$ cat src/rtl/ap_pkg.sv
package ap_pkg;
  localparam int DW = 8;
  localparam int AW = 2 * DW;

  typedef enum logic [2:0] {
    M_ZP   = 3'd0,
    M_ZPX  = 3'd1,
    M_ZPY  = 3'd2,
    M_ABS  = 3'd3,
    M_ABSX = 3'd4,
    M_ABSY = 3'd5,
    M_INDX = 3'd6,
    M_INDY = 3'd7
  } amode_e;

  typedef enum logic [1:0] {
    C_READ   = 2'd0,
    C_STORE  = 2'd1,
    C_RMW    = 2'd2,
    C_BRANCH = 2'd3
  } iclass_e;

  // upper byte comparison: the page-cross rule
  function automatic logic pages_differ(input logic [AW-1:0] a, input logic [AW-1:0] b);
    return a[AW-1:DW] != b[AW-1:DW];
  endfunction

  function automatic logic [AW-1:0] join_bytes(input logic [DW-1:0] hi, input logic [DW-1:0] lo);
    return {hi, lo};
  endfunction

  function automatic logic [AW-1:0] sign_ext(input logic [DW-1:0] v);
    return {{DW{v[DW-1]}}, v};
  endfunction

  function automatic logic [AW-1:0] zero_ext(input logic [DW-1:0] v);
    return {{DW{1'b0}}, v};
  endfunction
endpackage

$ cat src/rtl/ap_addr_gen.sv
module ap_addr_gen
  import ap_pkg::*;
(
  input  amode_e          mode,
  input  logic [DW-1:0]   op_lo,
  input  logic [DW-1:0]   op_hi,
  input  logic [DW-1:0]   idx_x,
  input  logic [DW-1:0]   idx_y,
  input  logic [DW-1:0]   ptr_lo_data,
  input  logic [DW-1:0]   ptr_hi_data,
  output logic [DW-1:0]   ptr_lo_addr,
  output logic [DW-1:0]   ptr_hi_addr,
  output logic [AW-1:0]   eff_addr,
  output logic            idx_cross
);
  logic [AW-1:0] abs_base;
  logic [AW-1:0] ptr_value;
  logic [DW-1:0] zp_sum_x;
  logic [DW-1:0] zp_sum_y;
  logic [DW-1:0] ptr_base;

  always_comb begin
    abs_base   = join_bytes(op_hi, op_lo);
    zp_sum_x   = op_lo + idx_x;
    zp_sum_y   = op_lo + idx_y;
    ptr_base   = (mode == M_INDX) ? zp_sum_x : op_lo;
    ptr_lo_addr = ptr_base;
    ptr_hi_addr = ptr_base + DW'(1);
    ptr_value  = join_bytes(ptr_hi_data, ptr_lo_data);

    eff_addr  = abs_base;
    idx_cross = 1'b0;
    case (mode)
      M_ZP:   eff_addr = zero_ext(op_lo);
      M_ZPX:  eff_addr = zero_ext(zp_sum_x);
      M_ZPY:  eff_addr = zero_ext(zp_sum_y);
      M_ABS:  eff_addr = abs_base;
      M_ABSX: begin
        eff_addr  = abs_base + zero_ext(idx_x);
        idx_cross = pages_differ(abs_base, eff_addr);
      end
      M_ABSY: begin
        eff_addr  = abs_base + zero_ext(idx_y);
        idx_cross = pages_differ(abs_base, eff_addr);
      end
      M_INDX: eff_addr = ptr_value;
      M_INDY: begin
        eff_addr  = ptr_value + zero_ext(idx_y);
        idx_cross = pages_differ(ptr_value, eff_addr);
      end
      default: eff_addr = abs_base;
    endcase
  end
endmodule

$ cat src/rtl/ap_branch_tgt.sv
module ap_branch_tgt
  import ap_pkg::*;
(
  input  logic [AW-1:0] pc_next,
  input  logic [DW-1:0] offset,
  output logic [AW-1:0] target,
  output logic          br_cross
);
  always_comb begin
    target   = pc_next + sign_ext(offset);
    br_cross = pages_differ(pc_next, target);
  end
endmodule

$ cat src/rtl/ap_penalty.sv
module ap_penalty
  import ap_pkg::*;
(
  input  iclass_e    cls,
  input  logic       idx_cross,
  input  logic       br_cross,
  input  logic       taken,
  output logic       cross_sel,
  output logic [1:0] extra
);
  always_comb begin
    cross_sel = 1'b0;
    extra     = 2'd0;
    case (cls)
      C_READ: begin
        cross_sel = idx_cross;
        extra     = {1'b0, idx_cross};
      end
      C_STORE, C_RMW: begin
        cross_sel = idx_cross;
        extra     = 2'd0;
      end
      C_BRANCH: begin
        cross_sel = br_cross;
        extra     = taken ? (2'd1 + {1'b0, br_cross}) : 2'd0;
      end
      default: extra = 2'd0;
    endcase
  end
endmodule

$ cat src/rtl/addr_penalty_unit.sv
module addr_penalty_unit
  import ap_pkg::*;
#(
  parameter int BASE_W = 4,
  localparam int TOT_W = BASE_W + 1
) (
  input  logic              clk,
  input  logic              rst_n,
  input  logic              in_valid,
  input  logic [2:0]        mode_sel,
  input  logic [1:0]        class_sel,
  input  logic [7:0]        op_lo,
  input  logic [7:0]        op_hi,
  input  logic [7:0]        idx_x,
  input  logic [7:0]        idx_y,
  input  logic [7:0]        ptr_lo_data,
  input  logic [7:0]        ptr_hi_data,
  input  logic [15:0]       pc_next,
  input  logic              br_taken,
  input  logic [BASE_W-1:0] base_cycles,
  output logic [7:0]        ptr_lo_addr,
  output logic [7:0]        ptr_hi_addr,
  output logic [15:0]       eff_addr,
  output logic              page_cross,
  output logic [TOT_W-1:0]  total_cycles,
  output logic              out_valid
);
  amode_e        mode;
  iclass_e       cls;
  logic [AW-1:0] idx_addr;
  logic          idx_cross;
  logic [AW-1:0] br_target;
  logic          br_cross;
  logic          cross_sel;
  logic [1:0]    extra;
  logic [AW-1:0] next_addr;
  logic [TOT_W-1:0] next_total;

  assign mode = amode_e'(mode_sel);
  assign cls  = iclass_e'(class_sel);

  ap_addr_gen u_addr (
    .mode        (mode),
    .op_lo       (op_lo),
    .op_hi       (op_hi),
    .idx_x       (idx_x),
    .idx_y       (idx_y),
    .ptr_lo_data (ptr_lo_data),
    .ptr_hi_data (ptr_hi_data),
    .ptr_lo_addr (ptr_lo_addr),
    .ptr_hi_addr (ptr_hi_addr),
    .eff_addr    (idx_addr),
    .idx_cross   (idx_cross)
  );

  ap_branch_tgt u_branch (
    .pc_next  (pc_next),
    .offset   (op_lo),
    .target   (br_target),
    .br_cross (br_cross)
  );

  ap_penalty u_pen (
    .cls       (cls),
    .idx_cross (idx_cross),
    .br_cross  (br_cross),
    .taken     (br_taken),
    .cross_sel (cross_sel),
    .extra     (extra)
  );

  assign next_addr  = (cls == C_BRANCH) ? br_target : idx_addr;
  assign next_total = TOT_W'(base_cycles) + TOT_W'(extra);

  always_ff @(posedge clk) begin
    if (!rst_n) begin
      eff_addr     <= '0;
      page_cross   <= 1'b0;
      total_cycles <= '0;
      out_valid    <= 1'b0;
    end else begin
      out_valid <= in_valid;
      if (in_valid) begin
        eff_addr     <= next_addr;
        page_cross   <= cross_sel;
        total_cycles <= next_total;
      end
    end
  end

  // modes without a 16-bit index sum never report a cross
  a_r2_no_cross_flat: assert property (@(posedge clk) disable iff (!rst_n)
    in_valid && cls != C_BRANCH &&
    (mode == M_ZP || mode == M_ZPX || mode == M_ZPY || mode == M_ABS || mode == M_INDX)
    |=> !page_cross);

  // read class charges exactly the indexing cross
  a_r5_read_penalty: assert property (@(posedge clk) disable iff (!rst_n)
    in_valid && cls == C_READ
    |=> total_cycles == TOT_W'($past(base_cycles)) + TOT_W'($past(idx_cross)));

  // store and read-modify-write keep the base count
  a_r6_no_write_penalty: assert property (@(posedge clk) disable iff (!rst_n)
    in_valid && (cls == C_STORE || cls == C_RMW)
    |=> total_cycles == TOT_W'($past(base_cycles)));

  // taken branch charges one plus the target-page cross
  a_r8_taken_branch: assert property (@(posedge clk) disable iff (!rst_n)
    in_valid && cls == C_BRANCH && br_taken
    |=> total_cycles == TOT_W'($past(base_cycles)) + TOT_W'(1) + TOT_W'($past(br_cross)));

  // untaken branch charges nothing
  a_r8_untaken_branch: assert property (@(posedge clk) disable iff (!rst_n)
    in_valid && cls == C_BRANCH && !br_taken
    |=> total_cycles == TOT_W'($past(base_cycles)));

  // valid follows the input one cycle later
  a_r9_valid_follows: assert property (@(posedge clk) disable iff (!rst_n)
    in_valid |=> out_valid);

  // idle cycles hold the registered results
  a_r9_idle_hold: assert property (@(posedge clk) disable iff (!rst_n)
    !in_valid |=> !out_valid && $stable(eff_addr) && $stable(total_cycles) && $stable(page_cross));
endmodule

$ cat config.mk
export PLATFORM = sky130hd
export DESIGN_NAME = addr_penalty_unit
export DESIGN_NICKNAME = d
export VERILOG_FILES = /design/src/rtl/ap_pkg.sv /design/src/rtl/ap_addr_gen.sv /design/src/rtl/ap_branch_tgt.sv /design/src/rtl/ap_penalty.sv /design/src/rtl/addr_penalty_unit.sv
export SDC_FILE = /design/constraint.sdc
export NUM_CORES = 1
export LEC_CHECK = 0
export CAP_MARGIN = 20
export CELL_PAD_IN_SITES_DETAIL_PLACEMENT = 1
export CELL_PAD_IN_SITES_GLOBAL_PLACEMENT = 2
export CORE_MARGIN = 2
export CORE_UTILIZATION = 27
export DETAILED_ROUTE_END_ITERATION = 10
export PLACE_DENSITY_LB_ADDON = 0.3
export SYNTH_ARGS = -nofsm -noshare
export SYNTH_HDL_FRONTEND = slang
export SYNTH_SLANG_ARGS = --single-unit
export TNS_END_PERCENT = 20
$ cat constraint.sdc
create_clock -name clk -period 5.7 [get_ports clk]
set_clock_uncertainty 0.2 [all_clocks]
set_input_delay 0.855 -clock clk [delete_from_list [all_inputs] [get_ports clk]]
set_output_delay 0.855 -clock clk [all_outputs]
set_load 0.05 [all_outputs]
== Word-level counts from Yosys, hierarchy flattened ==
Index checks and enable logic that the tools add are counted.
Storage, ports and cells
  register bits after elaboration: 23
  output and inout bits: 39
  logic and storage cells: 38
Cells by class
  add/sub/neg operators: 9
  equal/unequal tests: 14
  multiplexer cells: 7
  reduce and logical (&&, ||, !) cells: 4
Operators with widths (number)
  case mux 16 bit (8 select lines): 1
  adder 16 x 8 -> 16 bit: 3
  != test 8 bit: 4
  adder 16 bit: 1
  adder 8 bit: 2
  two-way mux 16 bit: 1
  equality test 3 bit, second input constant: 4
  adder 8 x 1 -> 8 bit, second input constant: 1
  two-way mux 8 bit: 1
  equality test 3 x 2 -> 1 bit, second input constant: 2
  case mux 2 bit (3 select lines): 1
  adder 4 x 2 -> 5 bit: 1
  equality test 2 bit, second input constant: 2
  equality test 3 x 1 -> 1 bit, second input constant: 1
  logical NOT 3 bit: 1
  case mux 1 bit (3 select lines): 1
  OR reduction 3 bit: 1
  adder 1 x 1 -> 2 bit, first input constant: 1
  equality test 2 x 1 -> 1 bit, second input constant: 1
  logical NOT 2 bit: 1
  two-way mux 2 bit: 1
  case mux 1 bit (2 select lines): 1
  OR reduction 2 bit: 1

== Depth between registers and ports, before layout ==
  depth in word-level cells: 6
  mapped depth: 17
  gate-level depth less buffers: 17

== Modules after synthesis ==
A second synthesis with hierarchy kept.
Unflattened totals
  cell total of the unflattened synthesis: 607
  area total of the unflattened synthesis: 4594.4 µm²
By module, submodules not included
  ap_addr_gen: instances 1, cells each 370, area an instance 2570.0 µm², sequential area each 0.0 µm²
  addr_penalty_unit: instances 1, cells each 105, area an instance 1019.7 µm², sequential area each 460.4 µm²
  ap_branch_tgt: instances 1, cells each 125, area an instance 960.9 µm², sequential area each 0.0 µm²
  ap_penalty: instances 1, cells each 7, area an instance 43.8 µm², sequential area each 0.0 µm²

== Worst setup path before layout ==
Ideal clock, no wire load.
  path type: input -> output
  start: in mode_sel[1]
  end: out ptr_hi_addr[4]
  data arrival time: 4.435 ns
  path slack: 0.210 ns
  stages on the path: 8
  path buffers: 1
  cells stage by stage: clkbuf_1 nand2_1 nor2_1 mux2i_1 inv_1 ha_1 and3_1 xnor2_1
On the way
  longest elaborated chain between the ends: 3
RTL lines
  start, declared: line addr_penalty_unit.sv:10  | input logic [2:0] mode_sel,
  equality test 3 bit: line ap_addr_gen.sv:26  | ptr_base = (mode == M_INDX) ? zp_sum_x : op_lo;
  two-way mux 8 bit: line ap_addr_gen.sv:26
  named net ptr_lo_addr[0]: line addr_penalty_unit.sv:21  | output logic [7:0] ptr_lo_addr,
  adder 8 x 1 -> 8 bit: line ap_addr_gen.sv:28  | ptr_hi_addr = ptr_base + DW'(1);
  end, declared: line addr_penalty_unit.sv:22  | output logic [7:0] ptr_hi_addr,
The timed path passes the listed nets, and every way through them passes these cells.

== Final worst setup path ==
  start: in op_lo[0]
  end: out ptr_lo_addr[6]
On the way
  longest elaborated chain between the ends: 2
RTL lines
  start, declared: line addr_penalty_unit.sv:12  | input logic [7:0] op_lo,
  adder 8 bit: line ap_addr_gen.sv:24  | zp_sum_x = op_lo + idx_x;
  two-way mux 8 bit: line ap_addr_gen.sv:26
  end, declared: line addr_penalty_unit.sv:21
No other way between the ends.

==> impl_metrics.sql <==
INSERT INTO impl_metrics (metric_group, metric, value, unit) VALUES
('setup_path', 'capturing_element_type_of_the_critical_path', 'primary output', ''),
('synth', 'synth_flop_cell', 'sky130_fd_sc_hd__dfxtp_1', ''),
('route', 'detail-route-antenna-nets', '0', ''),
('route', 'drtIter0Drc', '297', ''),
('route', 'drc', '0', ''),
('cts', 'tritoncts.num_buffers', '3', ''),
('route', 'route.final.wire_length', '16.3', 'mm'),
('placement', 'place_congestion', '0.885', ''),
('cts', 'clock_sink_count', '23', ''),
('final_layout', 'post_layout_nonfiller_instances', '877', ''),
('synth', 'yosys_warnings', '0', ''),
('cts', 'cts-root-buf', 'sky130_fd_sc_hd__clkbuf_16', ''),
('cts', 'cts.hold.buffers_added', '0', ''),
('setup_path', 'crit_buf_inv', '3', ''),
('timing', 'post-route-period-util', '91.7', '%'),
('synth', 'syn_avg_cell_area', '7.12', 'um^2'),
('die', 'fp.dieW', '128', 'um'),
('synth', 'synth.cell_area', '4160', 'um^2'),
('setup_path', 'slowest_cell_delay_on_critical_path', '0.83', 'ns'),
('cts', 'cts-root-to-sink-buffers', '2', ''),
('global_route', 'grt_start_max_net_pins', '33', ''),
('cts', 'clkLatencyLatePin', '0.26', 'ns'),
('route', 'avgRoutedWirePerCell', '18.5', 'um'),
('job', 'maxCapViolCount', '0', ''),
('synth', 'synth_cells', '585', ''),
('cts', 'post-cts-setup-buffers', '0', ''),
('die', 'design.portCount', '116', ''),
('power_and_ir_drop', 'cellPowerDensity', '170', 'nW/um^2'),
('synth', 'synth.lib_cells_used.distinct', '70', ''),
('global_route', 'overflow', '0', ''),
('synth', 'synth.area.top_cells', 'sky130_fd_sc_hd__ha_1 13%, sky130_fd_sc_hd__dfxtp_1 11%, sky130_fd_sc_hd__xnor2_1 7.8%, sky130_fd_sc_hd__nand2_1 6.2%, sky130_fd_sc_hd__a21oi_1 5.7%', ''),
('die', 'placeableCoreArea', '15100', 'um^2'),
('global_route', 'grt_first_pass_wirelength', '26.2', 'mm'),
('final_layout', 'drive_above_1_share', '4.79', '%'),
('power_and_ir_drop', 'power.leakage', '2.16', 'nW'),
('timing', 'setup-tns-final', '0', 'ns'),
('final_layout', 'mostFrequentLayoutCell', 'sky130_fd_sc_hd__clkdlybuf4s50_1', ''),
('placement', 'dpl.hpwl', '13.5', 'mm'),
('timing', 'hold_slack', '0.285', 'ns'),
('route', 'detail_route.first_pass.iterations', '4', ''),
('setup_path', 'cp_slowest_cell', 'sky130_fd_sc_hd__clkdlybuf4s50_1', ''),
('cts', 'cts_repair_resize_count', '0', ''),
('final_layout', 'area.growth.synth_to_final', '34.4', '%'),
('setup_path', 'timing.critical_path.from', 'op_lo[0]', ''),
('setup_path', 'cp_data_arrival_time', '4.17', 'ns'),
('timing', 'timing.final.setup_violations', '0', ''),
('power_and_ir_drop', 'vdd_drop_max', '0.0000858', 'V'),
('cts', 'tritoncts', 'built', ''),
('run_status', 'status', 'finished clean', ''),
('setup_path', 'critical_path_required', '4.64', 'ns'),
('synth', 'async_flop_share', '0', '%'),
('setup_path', 'worstReg2RegStart', 'eff_addr[15]', ''),
('cts', 'clkTransAtPathRegs', '0.07', 'ns'),
('setup_path', 'crit_path_max_fanout', '6', ''),
('synth', 'ys_ff_latch', '23', ''),
('die', 'initial_core_util', '27.5', '%'),
('timing', 'remaining_max_slew_budget_at_the_tightest_pin', '38.9', '%'),
('die', 'die_h', '128', 'um'),
('placement', 'pre_cts_slack', '0.404', 'ns'),
('die', 'core.rowCount', '45', ''),
('setup_path', 'crit_path_frequent_cell', 'sky130_fd_sc_hd__clkdlybuf4s50_1', ''),
('setup_path', 'category_of_cells_accounting_for_the_largest_share_of_critical_path_delay', 'buffers and inverters', ''),
('final_layout', 'final_nets', '814', ''),
('timing', 'tightest_slew', '0.913', 'ns'),
('final_layout', 'layout_common_cells', '111 x sky130_fd_sc_hd__clkdlybuf4s50_1, 69 x sky130_fd_sc_hd__nand2_1, 47 x sky130_fd_sc_hd__a21oi_1', ''),
('timing', 'grt_setup_unrepaired', 'no', ''),
('global_route', 'global_route.usage.total', '19.9', '%'),
('global_route', 'first_global_vias', '4877', ''),
('synth', 'post-synth-top-area-fraction', '12.6', '%'),
('synth', 'ys_seq_area_share', '11.1', '%'),
('global_route', 'number_of_antenna_violations_at_the_first_check_in_global_routing', '0', '');
==> worst paths after layout <==
kind                                        end  slack, ns  cells after the start
worst min-delay path            total_cycles[3]       0.28                      1
worst min register to register  total_cycles[3]       0.28                      1
worst max register to register     eff_addr[15]       4.44                      3
worst max-delay path             ptr_lo_addr[6]       0.47                     10
==> power breakdown <==
group | total (mW) | switching, mW | internal (mW)
logic | 0.610 | 0.362 | 0.248
clock network | 0.160 | 0.0651 | 0.0947
registers | 0.182 | 0.00791 | 0.174
==> per-layer routing <==
metal	GRT usage [%]	vias to the layer above	wire length (um)
met5	0	-	0
met4	3.36	0	176
met3	0.584	11	363
met2	34.4	89	7700
met1	28.1	2318	8020
li1	-	2360	-
==> state kept, by name (all words and copies together), names as in the netlist <==
register	flops
total_cycles	5
out_valid	1
eff_addr	16
page_cross	1
==> cells in the mapped netlist, types with 2 or more instances <==
library cell and count:
sky130_fd_sc_hd__fa_1 5, sky130_fd_sc_hd__dfxtp_1 23, sky130_fd_sc_hd__nand4_1 6, sky130_fd_sc_hd__a31oi_1 19, sky130_fd_sc_hd__nand3_1 23, sky130_fd_sc_hd__a21oi_1 47, sky130_fd_sc_hd__nor4b_1 2, sky130_fd_sc_hd__o211ai_2 2
sky130_fd_sc_hd__a221oi_1 2, sky130_fd_sc_hd__nand3b_1 2, sky130_fd_sc_hd__nand2b_1 3, sky130_fd_sc_hd__o32ai_1 2, sky130_fd_sc_hd__a32oi_1 2, sky130_fd_sc_hd__o31ai_1 2, sky130_fd_sc_hd__o21ai_0 42, sky130_fd_sc_hd__o22ai_1 4
sky130_fd_sc_hd__a22oi_1 3, sky130_fd_sc_hd__a211oi_1 5, sky130_fd_sc_hd__ha_1 42, sky130_fd_sc_hd__and3_1 5, sky130_fd_sc_hd__buf_1 2, sky130_fd_sc_hd__xnor2_1 37, sky130_fd_sc_hd__mux2i_1 11, sky130_fd_sc_hd__o21a_1 9
sky130_fd_sc_hd__a211o_1 2, sky130_fd_sc_hd__o211a_1 2, sky130_fd_sc_hd__o21bai_1 4, sky130_fd_sc_hd__xor2_1 16, sky130_fd_sc_hd__o211ai_1 7, sky130_fd_sc_hd__nand2_1 69, sky130_fd_sc_hd__a21o_1 5, sky130_fd_sc_hd__clkbuf_1 22
sky130_fd_sc_hd__and2_1 5, sky130_fd_sc_hd__inv_1 24, sky130_fd_sc_hd__a31o_1 3, sky130_fd_sc_hd__nor2_1 46, sky130_fd_sc_hd__nor3_1 11, sky130_fd_sc_hd__o311ai_0 2, sky130_fd_sc_hd__o2111ai_1 2, sky130_fd_sc_hd__o21ai_1 15
sky130_fd_sc_hd__a2111oi_0 2, sky130_fd_sc_hd__or3_1 8, sky130_fd_sc_hd__nor2b_1 13
==> cell families after synthesis <==
logic type,Yosys count,synth area share [%]
AND/OR/NAND/NOR,201,22.9
flip-flops,23,11.1
buffers and inverters,49,4.42
multiplexers,13,3.46
AO/OA/AOI/OAI,195,30.2
XOR/XNOR,56,12.7
adder cells (fa/ha/maj),48,15.3
==> metrics by stage <==
step / utilization [%] / instance area [um^2] / total power [mW]
6_report: 37.0 / 5600 / 0.951
2_1_floorplan: - / 4160 / 0.580
4_1_cts: 37.0 / 5600 / 0.959
3_5_place_dp: 36.4 / 5520 / 0.793
5_1_grt: 37.0 / 5600 / 1.02
3_3_place_gp: 36.4 / 5520 / 0.783
==> final cells by class <==
class	count	area, um^2
Fill cell	1858	9550
Multi-Input combinational cell	513	3520
Timing Repair Buffer	124	1210
Sequential cell	23	460
Tap cell	188	235
Inverter	25	93.8
Clock buffer	3	75.1
Clock inverter	1	5.00
Power figures use the tool's default switching activity.
